**src/rtl/vps_pkg.sv**
```systemverilog
package vps_pkg;

  localparam int SAMPLE_W    = 8;
  localparam int NUM_SAMPLES = 3;
  localparam int DATA_W      = SAMPLE_W * NUM_SAMPLES;

  typedef logic [DATA_W-1:0] pixel_t;

  typedef struct packed {
    logic   sop;
    logic   eop;
    pixel_t data;
  } beat_t;

  // Per-sample complement of one pixel.
  function automatic pixel_t invert_samples(input pixel_t px);
    pixel_t res;
    for (int k = 0; k < NUM_SAMPLES; k++) begin
      res[k*SAMPLE_W +: SAMPLE_W] = ~px[k*SAMPLE_W +: SAMPLE_W];
    end
    return res;
  endfunction

  // Header beats pass through; body beats get the pixel operation.
  function automatic pixel_t apply_op(input beat_t b);
    return b.sop ? b.data : invert_samples(b.data);
  endfunction

endpackage

```
**src/rtl/vps_pixel_pipe.sv**
```systemverilog
module vps_pixel_pipe
  import vps_pkg::*;
#(
  parameter int STAGES = 3
) (
  input  logic                             clk,
  input  logic                             rst,
  input  logic                             in_vld,
  input  beat_t                            in_beat,
  output logic                             out_vld,
  output beat_t                            out_beat,
  output logic [$clog2(STAGES+1)-1:0]      occ
);

  localparam int OCC_W = $clog2(STAGES + 1);

  logic  [STAGES-1:0] vld_q;
  beat_t              beat_q [STAGES];

  always_ff @(posedge clk) begin
    if (rst) begin
      vld_q <= '0;
      for (int i = 0; i < STAGES; i++) beat_q[i] <= '0;
    end else begin
      vld_q[0]  <= in_vld;
      beat_q[0] <= beat_t'{sop: in_beat.sop, eop: in_beat.eop, data: apply_op(in_beat)};
      for (int i = 1; i < STAGES; i++) begin
        vld_q[i]  <= vld_q[i-1];
        beat_q[i] <= beat_q[i-1];
      end
    end
  end

  always_comb begin
    occ = '0;
    for (int i = 0; i < STAGES; i++) occ = occ + OCC_W'(vld_q[i]);
  end

  assign out_vld  = vld_q[STAGES-1];
  assign out_beat = beat_q[STAGES-1];

  // a header entering stage one keeps its identifier intact
  p_hdr_intact_r3: assert property (@(posedge clk) disable iff (rst)
    (vld_q[0] && beat_q[0].sop) |-> (beat_q[0].data == $past(in_beat.data)));

  // a body beat entering stage one is the bitwise complement of its input
  p_body_inverted_r4: assert property (@(posedge clk) disable iff (rst)
    (vld_q[0] && !beat_q[0].sop) |-> (beat_q[0].data == ~$past(in_beat.data)));

  // an idle input cycle leaves the first stage empty
  p_gap_kept_r9: assert property (@(posedge clk) disable iff (rst)
    !in_vld |=> !vld_q[0]);

endmodule

```
**src/rtl/vps_skid_fifo.sv**
```systemverilog
module vps_skid_fifo
  import vps_pkg::*;
#(
  parameter int DEPTH = 8
) (
  input  logic                          clk,
  input  logic                          rst,
  input  logic                          push,
  input  beat_t                         push_beat,
  input  logic                          pop,
  output beat_t                         head_beat,
  output logic [$clog2(DEPTH+1)-1:0]    count
);

  localparam int PTR_W = (DEPTH > 1) ? $clog2(DEPTH) : 1;
  localparam int CNT_W = $clog2(DEPTH + 1);

  beat_t             mem [DEPTH];
  logic [PTR_W-1:0]  wr_ptr, rd_ptr;

  function automatic logic [PTR_W-1:0] bump(input logic [PTR_W-1:0] p);
    return (p == PTR_W'(DEPTH - 1)) ? '0 : p + PTR_W'(1);
  endfunction

  always_ff @(posedge clk) begin
    if (push) mem[wr_ptr] <= push_beat;
  end

  always_ff @(posedge clk) begin
    if (rst) begin
      wr_ptr <= '0;
      rd_ptr <= '0;
      count  <= '0;
    end else begin
      if (push) wr_ptr <= bump(wr_ptr);
      if (pop)  rd_ptr <= bump(rd_ptr);
      count <= count + CNT_W'(push) - CNT_W'(pop);
    end
  end

  assign head_beat = mem[rd_ptr];

  // never write into a full store unless a beat leaves in the same cycle
  p_no_overflow_r8: assert property (@(posedge clk) disable iff (rst)
    (push && (count == CNT_W'(DEPTH))) |-> pop);

  // never read from an empty store
  p_no_underflow_r8: assert property (@(posedge clk) disable iff (rst)
    pop |-> (count != '0));

endmodule

```
**src/rtl/vps_stream_stage.sv**
```systemverilog
module vps_stream_stage
  import vps_pkg::*;
#(
  parameter int PIPE_STAGES = 3,
  parameter int SKID_DEPTH  = 8
) (
  input  logic              clk,
  input  logic              rst,
  input  logic [DATA_W-1:0] in_data,
  input  logic              in_valid,
  input  logic              in_sop,
  input  logic              in_eop,
  output logic              in_ready,
  output logic [DATA_W-1:0] out_data,
  output logic              out_valid,
  output logic              out_sop,
  output logic              out_eop,
  input  logic              out_ready
);

  localparam int CNT_W    = $clog2(SKID_DEPTH + 1);
  localparam int OCC_W    = $clog2(PIPE_STAGES + 1);
  localparam int HEADROOM = 2;   // one beat this cycle, one more granted by ready

  logic             in_ready_q, out_ready_q;
  logic             accept;
  beat_t            in_beat;
  logic             pipe_vld;
  beat_t            pipe_beat;
  logic [OCC_W-1:0] pipe_occ;
  logic             skid_push, skid_pop, skid_empty;
  beat_t            skid_head, sel_beat;
  logic [CNT_W-1:0] skid_count;

  // Ready is qualified one cycle later on both sides.
  always_ff @(posedge clk) begin
    if (rst) begin
      in_ready_q  <= 1'b0;
      out_ready_q <= 1'b0;
    end else begin
      in_ready_q  <= in_ready;
      out_ready_q <= out_ready;
    end
  end

  assign accept  = in_valid && in_ready_q;
  assign in_beat = beat_t'{sop: in_sop, eop: in_eop, data: in_data};

  vps_pixel_pipe #(.STAGES(PIPE_STAGES)) u_pipe (
    .clk      (clk),
    .rst      (rst),
    .in_vld   (accept),
    .in_beat  (in_beat),
    .out_vld  (pipe_vld),
    .out_beat (pipe_beat),
    .occ      (pipe_occ)
  );

  assign skid_empty = (skid_count == '0);
  // Direct path when the store is empty and the sink may take a beat.
  assign skid_pop   = out_ready_q && !skid_empty;
  assign skid_push  = pipe_vld && !(out_ready_q && skid_empty);

  vps_skid_fifo #(.DEPTH(SKID_DEPTH)) u_skid (
    .clk       (clk),
    .rst       (rst),
    .push      (skid_push),
    .push_beat (pipe_beat),
    .pop       (skid_pop),
    .head_beat (skid_head),
    .count     (skid_count)
  );

  assign sel_beat  = skid_empty ? pipe_beat : skid_head;
  assign out_valid = out_ready_q && (!skid_empty || pipe_vld);
  assign out_data  = sel_beat.data;
  assign out_sop   = sel_beat.sop;
  assign out_eop   = sel_beat.eop;

  assign in_ready = (int'(skid_count) + int'(pipe_occ) + HEADROOM) <= SKID_DEPTH;

  // delivery only after the sink signalled ready in the previous cycle
  p_out_gate_r7: assert property (@(posedge clk) disable iff (rst)
    out_valid |-> $past(out_ready));

  // a beat enters the pipeline only after in_ready was high a cycle earlier
  p_accept_gate_r2: assert property (@(posedge clk) disable iff (rst)
    accept |-> $past(in_ready));

endmodule

```
**config.mk**
```make
export PLATFORM = sky130hd
export DESIGN_NAME = vps_stream_stage
export DESIGN_NICKNAME = d
export VERILOG_FILES = /design/src/rtl/vps_pkg.sv /design/src/rtl/vps_pixel_pipe.sv /design/src/rtl/vps_skid_fifo.sv /design/src/rtl/vps_stream_stage.sv
export SDC_FILE = /design/constraint.sdc
export NUM_CORES = 1
export LEC_CHECK = 0
export BUFFER_PORTS_ARGS = -buffer_cell sky130_fd_sc_hd__buf_2
export CORE_MARGIN = 2
export CORE_UTILIZATION = 55
export CTS_BUF_LIST = sky130_fd_sc_hd__clkbuf_16
export DETAILED_ROUTE_END_ITERATION = 10
export PLACE_DENSITY = 0.83
export SETUP_SLACK_MARGIN = 0.5
export SYNTH_ARGS = -nofsm -noshare
export SYNTH_HDL_FRONTEND = slang
export SYNTH_SLANG_ARGS = --single-unit
export TNS_END_PERCENT = 5
```
**constraint.sdc**
```tcl
create_clock -name clk -period 5.3 [get_ports clk]
set_clock_uncertainty 0.15 [all_clocks]
set_input_delay 1.06 -clock clk [delete_from_list [all_inputs] [get_ports clk]]
set_output_delay 1.06 -clock clk [all_outputs]
set_load 0.01 [all_outputs]
```
==> results.md, run 1 <==
- Crit path max fanout: 4
- Detailed-route DRC error count: 0
- Number of nets in the synthesized netlist: 816
- Clk pin slew, worst setup/hold paths: 60 ps
- Overflow after GRT: 0
- Launching point of the worst reg2reg path: u_skid.count[3]
- Clock Sinks: 304
- Relative area change from synthesis to final layout: 12.8%
- CP Capture Point: in_ready
- Destination of the worst register-to-register timing path: u_skid.mem[1][23]
- Worst min-delay path category: reg2reg
- Mean post-synth cell area: 14.8 um^2
- Reg2reg setup slack: 1780 ps
- Endpoint type of the worst setup path: output port
- Hold Startpoint: in_ready_q
- Number of primary I/O pins: 58
- Slew headroom: 22.6%
- Number of max-capacitance violations reported: 0
- Quantity of hold-fixing buffers added after cts: 0
- Count of antenna-violating nets left after detailed routing: 0
- Maximum number of pins on one net before global-route repair: 55
- Worst reg-to-reg path cell count: 8
- Violation count after the first detailed-route iteration: 549
- Number of slew-limit violations in the final report: 0
- Net count reported at finish: 877
- CTS buffer count: 27
- Number of placed cells counting well taps: 1073
- Total via count after detailed routing: 6090
- CP startpoint kind: flop
- Latest clock arrival within the worst-skew pair: 530 ps
- Flops & latches, synth: 304
- Ratio of total power to cell area: 418 nW/um^2
- Total Die Area: 21900 um^2
- Arrival time of data at the critical path endpoint: 2810 ps
- Synth unique cells: 36
- Total number of H-tree levels: 1
- Placement Rows: 52
- Routed wire length: 20600 um
- Setup Viol. Count Final: 0
- Worst-case vdd ir drop: 0.248 mV
- Antenna violations before repair: 0
- Result of the run: complete, no violations
- Commonest non-fill, non-tap cell in the layout: sky130_fd_sc_hd__edfxtp_1
- Post-detail-place hpwl: 12000 um
- All-layer global routing usage: 18.8%
- Part of the Yosys area used for sequential elements: 71.8%
- Number of instances on the worst hold path: 2
- Floorplan Core Area: 20300 um^2
- Final worst-path cycle share: 75.8%
- Max clock buf depth: 3
- Share of post-route cells with drive strength above 1: 15.2%
- Cell Area, Synth: 11400 um^2
- Detailed-route vias per instance: 5.42
- Root buffer selected by CTS: sky130_fd_sc_hd__clkbuf_16
- Starting utilization of the core area: 56.1%
- Min cycle time layout: 4020 ps
- Buffers added on ports: 57
- Postcts setup bufs: 0
- # resized after CTS: 0
- Final weighted congestion of routability-driven global placement: 0.745
- Required time at the worst-slack endpoint: 4090 ps
- Drt pass-1 iters: 5
- Die Span X: 148 um
- Crit path launch: u_skid.count[0]
- Count of yosys warnings during synthesis: 0
- Setup tns final: 0 ps
- Peak clock frequency supported by timing: 0.249 GHz
- Number of diodes added for antenna fixing: 0
- Leak: 4.65 nW
- Most frequent cells in the layout: sky130_fd_sc_hd__edfxtp_1 (208), sky130_fd_sc_hd__mux2i_1 (104), sky130_fd_sc_hd__dfxtp_1 (95), sky130_fd_sc_hd__nand2_1 (63), sky130_fd_sc_hd__nor2b_1 (59)
- Number of global-route vias before repair: 6079
- Layout Cells excl Fill: 1123
- First-pass GRT wire length: 32100 um
- Post-DR wirelength/cell: 18.4 um
- Setup repair after global routing missed its margin: false
- Setup CP Type: reg2out
- Slew @ Worst Pin: 1150 ps
- Vertical die dimension: 148 um
- CTS tree: built
- Number of instances in the synthesized netlist: 771
- Fin. Hold Viols: 0
worst max-delay path: stages (launching register included):
cell and delay [ps]:
sky130_fd_sc_hd__dfxtp_1 440, sky130_fd_sc_hd__fa_1 440, sky130_fd_sc_hd__ha_1 220, sky130_fd_sc_hd__fa_1 400
sky130_fd_sc_hd__xnor2_1 150, sky130_fd_sc_hd__or3_1 340, sky130_fd_sc_hd__a31oi_1 170, sky130_fd_sc_hd__buf_2 150
flip-flops by register name (all words and copies together) (netlist names), named ones only:
name	flops
u_skid.mem	208
u_pipe.beat_q	78
u_skid.count	4
u_pipe.vld_q	3
u_skid.rd_ptr	3
u_skid.wr_ptr	3
in_ready_q	1
out_ready_q	1
metal layers:
layer  wire length (um)  up-vias  global-route usage (%)
met2              10200      227                    32.3
li1                   -     2908                       -
met3               1350       38                    2.47
met4                459        0                    6.24
met5                  0        -                       0
met1               8670     2917                    25.1
cell families after synthesis:
logic type               Yosys count  share of synthesized area (%)
XOR/XNOR                          27                           2.08
AND/OR/NAND/NOR                  203                           8.72
AO/OA/AOI/OAI                     66                           4.23
multiplexers                     104                           9.15
adder cells (fa/ha/maj)           15                           1.85
buffers and inverters             52                           2.19
flip-flops                       304                           71.8
cells in the mapped netlist:
master | count | area share [%]
sky130_fd_sc_hd__a22oi_1 | 52 | 3.4
sky130_fd_sc_hd__nand2_2 | 1 | 0.055
sky130_fd_sc_hd__o21ai_4 | 1 | 0.14
sky130_fd_sc_hd__a21oi_1 | 8 | 0.35
sky130_fd_sc_hd__o31ai_1 | 1 | 0.066
sky130_fd_sc_hd__nor3b_2 | 1 | 0.11
sky130_fd_sc_hd__ha_1 | 12 | 1.3
sky130_fd_sc_hd__inv_2 | 1 | 0.033
sky130_fd_sc_hd__buf_1 | 1 | 0.033
sky130_fd_sc_hd__dfxtp_1 | 96 | 17
sky130_fd_sc_hd__and2_1 | 1 | 0.055
sky130_fd_sc_hd__a31oi_1 | 1 | 0.055
sky130_fd_sc_hd__or3_1 | 3 | 0.16
sky130_fd_sc_hd__nor4_1 | 1 | 0.055
sky130_fd_sc_hd__buf_2 | 12 | 0.53
sky130_fd_sc_hd__o21ai_0 | 1 | 0.044
sky130_fd_sc_hd__clkbuf_2 | 1 | 0.044
sky130_fd_sc_hd__xor2_1 | 25 | 1.9
sky130_fd_sc_hd__or3b_1 | 1 | 0.077
sky130_fd_sc_hd__nor2_1 | 35 | 1.2
sky130_fd_sc_hd__a311oi_1 | 1 | 0.077
sky130_fd_sc_hd__nand3_1 | 28 | 1.2
sky130_fd_sc_hd__inv_1 | 9 | 0.30
sky130_fd_sc_hd__mux2i_1 | 104 | 9.1
sky130_fd_sc_hd__a21o_1 | 1 | 0.066
sky130_fd_sc_hd__buf_6 | 2 | 0.20
sky130_fd_sc_hd__nor3_1 | 5 | 0.22
sky130_fd_sc_hd__fa_1 | 3 | 0.53
sky130_fd_sc_hd__xnor2_1 | 2 | 0.15
sky130_fd_sc_hd__nand2b_1 | 2 | 0.11
sky130_fd_sc_hd__nor2b_1 | 61 | 3.4
sky130_fd_sc_hd__nand2_1 | 63 | 2.1
sky130_fd_sc_hd__clkbuf_1 | 20 | 0.66
sky130_fd_sc_hd__buf_4 | 6 | 0.40
sky130_fd_sc_hd__edfxtp_1 | 208 | 55
sky130_fd_sc_hd__or2_2 | 1 | 0.055
how the worst min path moves through the flow:
stage	to	slack, ps
3_3_place_gp	u_pipe.vld_q[0]	260
6_report	u_pipe.vld_q[0]	280
3_5_place_dp	u_pipe.beat_q[0][59]	270
4_1_cts	u_pipe.vld_q[0]	280
5_1_grt	u_pipe.beat_q[0][38]	300
2_1_floorplan	u_pipe.vld_q[0]	250
report_power, final:
part	internal [mW]	switching, mW
sequential	2.58	0.0784
clock	1.04	0.782
combinational	0.352	0.534
area by class of cell:
type | instances | area (um^2)
tap | 270 | 338
clock buffer | 31 | 776
clock inverter | 19 | 80.1
sequential | 304 | 8170
inverter | 10 | 37.5
timing repair buffer | 74 | 425
multi-input combinational | 415 | 3010
fill | 1426 | 7460
per-stage QoR:
stage	setup WS, ps	instance area (um^2)	utilization [%]	power (mW)	hold WS (ps)
floorplan	1250	11400	-	3.28	245
global placement	1850	12000	59.0	3.57	258
detailed placement	1750	12000	59.0	3.59	271
CTS	1270	12800	63.2	5.40	282
global route	1100	12800	63.2	5.59	305
finish	1280	12800	63.2	5.37	275
(Power assumes the default switching activity.)
==> run 2: changes to the inputs <==
==> constraint.sdc (replaced) <==
create_clock -name clk -period 4 [get_ports clk]
set_clock_uncertainty 0.15 [all_clocks]
set_input_delay 0.8 -clock clk [delete_from_list [all_inputs] [get_ports clk]]
set_output_delay 0.8 -clock clk [all_outputs]
set_load 0.01 [all_outputs]
==> results.md, run 2 (same netlist as run 1, synthesis figures left out) <==
- Result of the run: complete, no violations
- All-layer global routing usage: 19.4%
- Worst min-delay path category: reg2reg
- Clock Sinks: 304
- Layout Cells excl Fill: 1131
- Latest clock arrival within the worst-skew pair: 530 ps
- Largest register by flop count: u_skid.mem
- Largest registers ranked by flip-flop count: u_skid.mem x208, u_pipe.beat_q x78, u_skid.count x4
- Share of post-route cells with drive strength above 1: 17.2%
- Fill cells: 1461
- Min cycle time layout: 3680 ps
- Top Family by Delay on Critical Path: adder cells
- Buffers added on ports: 57
- Number of global-route vias before repair: 6251
- Leak: 4.67 nW
- Final weighted congestion of routability-driven global placement: 0.798
- Worst-case vdd ir drop: 0.479 mV
- Arrival time of data at the critical path endpoint: 2730 ps
- Worst reg-to-reg path cell count: 8
- Starting utilization of the core area: 56.1%
- Slowest cell on the critical path: sky130_fd_sc_hd__fa_1
- Ratio of total power to cell area: 553 nW/um^2
- Setup CP Type: reg2out
- Slew @ Worst Pin: 1220 ps
- Setup repair after global routing missed its margin: true
- CP startpoint kind: flop
- First-pass GRT wire length: 33200 um
- Placement Rows: 52
- Overflow after GRT: 0
- Design Power: 7.14 mW
- Cell depth of the worst setup path: 6
- Clk pin slew, worst setup/hold paths: 60 ps
- Number of primary I/O pins: 58
- Slew headroom: 18.5%
- Most frequent cells in the layout: sky130_fd_sc_hd__edfxtp_1 (208), sky130_fd_sc_hd__mux2i_1 (104), sky130_fd_sc_hd__dfxtp_1 (92), sky130_fd_sc_hd__nand2_1 (63), sky130_fd_sc_hd__nor2b_1 (59)
- Buffering stage count on the worst path with inverters included: 1
- Routed wire length: 21100 um
- Reg2reg setup slack: 970 ps
- Net count reported at finish: 884
- Number of diodes added for antenna fixing: 0
- Crit path max fanout: 2
- Post-detail-place hpwl: 12300 um
- Commonest non-fill, non-tap cell in the layout: sky130_fd_sc_hd__edfxtp_1
- Hold Slack: 270 ps
- Ordered list of cells on the worst path: fa_1 -> ha_2 -> fa_2 -> or3_4 -> a31oi_1 -> buf_2
- Max clock buf depth: 3
- Maximum number of pins on one net before global-route repair: 50
- Relative area change from synthesis to final layout: 13.4%
- Final worst-path cycle share: 91.9%
- Violation count after the first detailed-route iteration: 558
- Endpoint type of the worst setup path: output port
- Setup Viol. Count Final: 0
- Required time at the worst-slack endpoint: 3050 ps
- Number of flip-flops in the largest register: 208
- Number of instances on the worst hold path: 2
- Antenna violations before repair: 0
- Number of slew-limit violations in the final report: 0
- Die Span X: 148 um
- Peak clock frequency supported by timing: 0.272 GHz
- Vertical die dimension: 148 um
- Detailed-route vias per instance: 5.44
- Total number of H-tree levels: 1
- Fin. Hold Viols: 0
- Quantity of hold-fixing buffers added after cts: 0
- Drt pass-1 iters: 5
- CTS buffer count: 28
- Total via count after detailed routing: 6150
- Max stage delay on crit path: 540 ps
- CTS tree: built
- Number of max-capacitance violations reported: 0
- Setup tns final: 0 ps
- Number of placed cells counting well taps: 1078
- Post-DR wirelength/cell: 18.6 um
- Root buffer selected by CTS: sky130_fd_sc_hd__clkbuf_16
- Total Die Area: 21900 um^2
- Count of antenna-violating nets left after detailed routing: 0
- Detailed-route DRC error count: 0
- Floorplan Core Area: 20300 um^2
-- run 2: cell count changes in the layout (fill, tap and decap cells not counted), moves of 2 or more --
| cell | change |
|---|---|
| sky130_fd_sc_hd__buf_4 | +6 |
| sky130_fd_sc_hd__clkinv_2 | +6 |
| sky130_fd_sc_hd__dfxtp_1 | -3 |
| sky130_fd_sc_hd__inv_1 | -3 |
| sky130_fd_sc_hd__dfxtp_2 | +2 |
-- run 2: repair_timing --
| item | in CTS | in global routing |
|---|---|---|
| gates resized for setup | 6 | 1 |
| gates cloned | 0 | 0 |
| endpoints found under the setup margin | 1 | 1 |
| pin swaps | 4 | 2 |
| setup buffers | 1 | 0 |
-- run 2: final timing paths --
kind / start / end
setup / recovery: u_pipe.vld_q[1] / in_ready
hold / removal: in_ready_q / u_pipe.vld_q[0]
setup reg to reg: u_skid.count[3] / u_skid.mem[1][6]
hold reg to reg: in_ready_q / u_pipe.vld_q[0]
-- run 2: layout make-up --
| cell class | count | area [um^2] | area share (%) |
|---|---|---|---|
| Multi-Input combinational cell | 415 | 3030 | 23.5 |
| Inverter | 10 | 37.5 | 0.291 |
| Timing Repair Buffer | 80 | 470 | 3.64 |
| Clock inverter | 22 | 105 | 0.814 |
| Tap cell | 270 | 338 | 2.62 |
| Sequential cell | 304 | 8180 | 63.4 |
| Clock buffer | 30 | 751 | 5.82 |
-- run 2: where the power goes --
part / internal, mW / leakage (nW) / switching, mW
sequential: 3.42 / 2.71 / 0.0601
combinational: 0.476 / 1.50 / 0.761
clock: 1.35 / 0.460 / 1.08
-- run 2: tightest hold or removal path: cells and delay by family, from the launching register on --
family        cells  cell delay (ps)
simple gates      2               90
flops             1              300
-- run 2: through the flow --
| step | cell area, um^2 | worst slack [ps] | util, % |
|---|---|---|---|
| after CTS | 12900 | 318 | 63.6 |
| after global routing | 12900 | 218 | 63.6 |
| after global placement | 12000 | 804 | 59.3 |
| final | 12900 | 324 | 63.6 |
| after floorplan | 11400 | 531 | - |
| after detailed placement | 12000 | 773 | 59.3 |
-- run 2: layer usage --
layer	wire length [um]	vias to the layer above	GRT usage, %	part of all wire, %
li1	-	2920	-	-
met1	8500	2961	24.8	40
met2	10900	228	34.0	52
met3	1170	41	3.02	5.5
met4	531	0	6.90	2.5
met5	0	-	0	0
==> run 3: changes to the inputs <==
--- a/config.mk
+++ b/config.mk
@@ -10,7 +10,7 @@
 export CORE_UTILIZATION = 55
 export CTS_BUF_LIST = sky130_fd_sc_hd__clkbuf_16
 export DETAILED_ROUTE_END_ITERATION = 10
-export PLACE_DENSITY = 0.83
+export PLACE_DENSITY = 0.73
 export SETUP_SLACK_MARGIN = 0.5
 export SYNTH_ARGS = -nofsm -noshare
 export SYNTH_HDL_FRONTEND = slang
==> results.md, run 3 (same netlist as run 1, synthesis figures left out) <==
- Clock Sinks: 304
- Setup tns final: 0 ps
- Reg2reg setup slack: 790 ps
- Drt pass-1 iters: 4
- Fill cells: 1485
- Setup repair after global routing missed its margin: true
- Clk pin slew, worst setup/hold paths: 60 ps
- Quantity of hold-fixing buffers added after cts: 0
- Result of the run: complete, no violations
- Detailed-route DRC error count: 0
- Total via count after detailed routing: 6189
- Worst min-delay path category: reg2reg
- Placement Rows: 52
- CTS buffer count: 29
- Number of max-capacitance violations reported: 0
- Buffers added on ports: 57
- Routed wire length: 22200 um
- Peak clock frequency supported by timing: 0.268 GHz
- Antenna violations before repair: 0
- End point of the worst hold path: u_pipe.vld_q[0]
- Launching point of the worst reg2reg path: u_skid.count[3]
- Routed wl met3: 1250 um
- Flip-flop and latch area: 8180 um^2
- Root buffer selected by CTS: sky130_fd_sc_hd__clkbuf_16
- Setup CP Type: reg2out
- Largest register by flop count: u_skid.mem
- Count of antenna-violating nets left after detailed routing: 0
- Hold Slack: 280 ps
- Commonest non-fill, non-tap cell in the layout: sky130_fd_sc_hd__edfxtp_1
- Number of diodes added for antenna fixing: 0
- Number of global-route vias before repair: 6500
- Vertical die dimension: 148 um
- Slew headroom: 36.7%
- Min cycle time layout: 3730 ps
- Total Die Area: 21900 um^2
- Top layer used by detailed routing: met4
- Total number of H-tree levels: 1
- Post-DR wirelength/cell: 19.7 um
- Relative area change from synthesis to final layout: 13.7%
- Metal-1 WL: 9320 um
- Number of slew-limit violations in the final report: 0
- Most frequent cells in the layout: sky130_fd_sc_hd__edfxtp_1 (208), sky130_fd_sc_hd__mux2i_1 (104), sky130_fd_sc_hd__dfxtp_1 (93), sky130_fd_sc_hd__nand2_1 (63), sky130_fd_sc_hd__nor2b_1 (59)
- Leak: 4.66 nW
- Detailed-route vias per instance: 5.49
- Overflow after GRT: 0
- Latest clock arrival within the worst-skew pair: 530 ps
- Worst-case vdd ir drop: 0.344 mV
- Ratio of total power to cell area: 559 nW/um^2
- Amount of wire on met2 after detailed routing: 11200 um
- Final worst-path cycle share: 93.2%
- Violation count after the first detailed-route iteration: 441
- Floorplan Core Area: 20300 um^2
- Number of flip-flops in the largest register: 208
- CTS tree: built
- Largest registers ranked by flip-flop count: u_skid.mem x208, u_pipe.beat_q x78, u_skid.count x4
- Destination of the worst register-to-register timing path: u_skid.count[2]
- Starting utilization of the core area: 56.1%
- Max clock buf depth: 3
- Setup Viol. Count Final: 0
- Share of post-route cells with drive strength above 1: 16.2%
- Footprint of the multi-input gates: 3070 um^2
- Required time at the worst-slack endpoint: 3050 ps
- Net count reported at finish: 881
- Maximum number of pins on one net before global-route repair: 94
- Worst reg-to-reg path cell count: 12
- Die Span X: 148 um
- Hold Startpoint: in_ready_q
- Number of primary I/O pins: 58
- Endpoint type of the worst setup path: output port
- Slew @ Worst Pin: 950 ps
- Final weighted congestion of routability-driven global placement: 0.729
- Number of instances on the worst hold path: 2
- CP startpoint kind: flop
- Arrival time of data at the critical path endpoint: 2780 ps
- Post-detail-place hpwl: 12300 um
- Crit path max fanout: 2
- Fin. Hold Viols: 0
- First-pass GRT wire length: 34900 um
- All-layer global routing usage: 20.7%
## run 3: changes by cell type in the layout (fill, tap and decap cells not counted), sizes merged
cell,previous run,this run
clkinvlp,1,2
clkinv,11,10
buf,80,76
bufinv,0,1
## run 3: where the power goes
part	switching, mW	total (mW)	internal, mW	leakage, nW
Combinational	0.758	1.25	0.489	1.48
Clock	1.07	2.49	1.42	0.463
Sequential	0.0864	3.50	3.42	2.71
Total	1.92	7.24	5.32	4.66
## run 3: final cells by class
| type | count | area share, % |
|---|---|---|
| multi-input cells | 415 | 23.7 |
| inverters | 10 | 0.290 |
| clock inverters | 23 | 1.02 |
| repair buffers | 76 | 3.40 |
| flip-flops and latches | 304 | 63.2 |
| well taps | 270 | 2.61 |
| clock buffers | 30 | 5.80 |
## run 3: how the worst max path moves through the flow
stage	end	slack, ps	start	cells past startpoint
2_1_floorplan	u_skid.mem[1][0]	530	u_skid.count[2]	8
3_3_place_gp	in_ready	790	u_skid.count[0]	7
3_5_place_dp	in_ready	720	u_skid.count[0]	7
4_1_cts	in_ready	250	u_pipe.vld_q[1]	6
5_1_grt	in_ready	170	u_pipe.vld_q[1]	8
6_report	in_ready	270	u_pipe.vld_q[1]	8
## run 3: per-stage QoR
stage / total power [mW] / instance area [um^2] / setup slack [ps] / cells / util (%)
floorplan: 4.35 / 11400 / 531 / 771 / -
global placement: 4.75 / 12000 / 790 / 1074 / 59.1
detailed placement: 4.79 / 12000 / 725 / 1074 / 59.1
CTS: 7.27 / 12900 / 252 / 1128 / 63.6
global route: 7.55 / 12900 / 168 / 1128 / 63.8
finish: 7.24 / 12900 / 271 / 1128 / 63.8
## run 3: critical path, cell delays in order (launching register included)
cell and delay [ps]:
sky130_fd_sc_hd__dfxtp_2 330, sky130_fd_sc_hd__fa_1 520, sky130_fd_sc_hd__ha_4 200, sky130_fd_sc_hd__fa_2 380, sky130_fd_sc_hd__nor2b_1 140, sky130_fd_sc_hd__o21ai_0 230, sky130_fd_sc_hd__o31ai_2 150, sky130_fd_sc_hd__a31oi_4 160
sky130_fd_sc_hd__buf_2 150
## run 3: what timing repair did
item                                    CTS  global route
resized for setup                         6             3
pin swaps                                 4             0
gates cloned                              0             0
endpoints found under the setup margin   19            21
setup buffers                             1             0
## run 3: metal layers
metal	vias up	global-route usage (%)
met2	212	35.5
met1	3022	27.2
met3	38	3.24
met5	-	0
li1	2917	-
met4	0	6.76
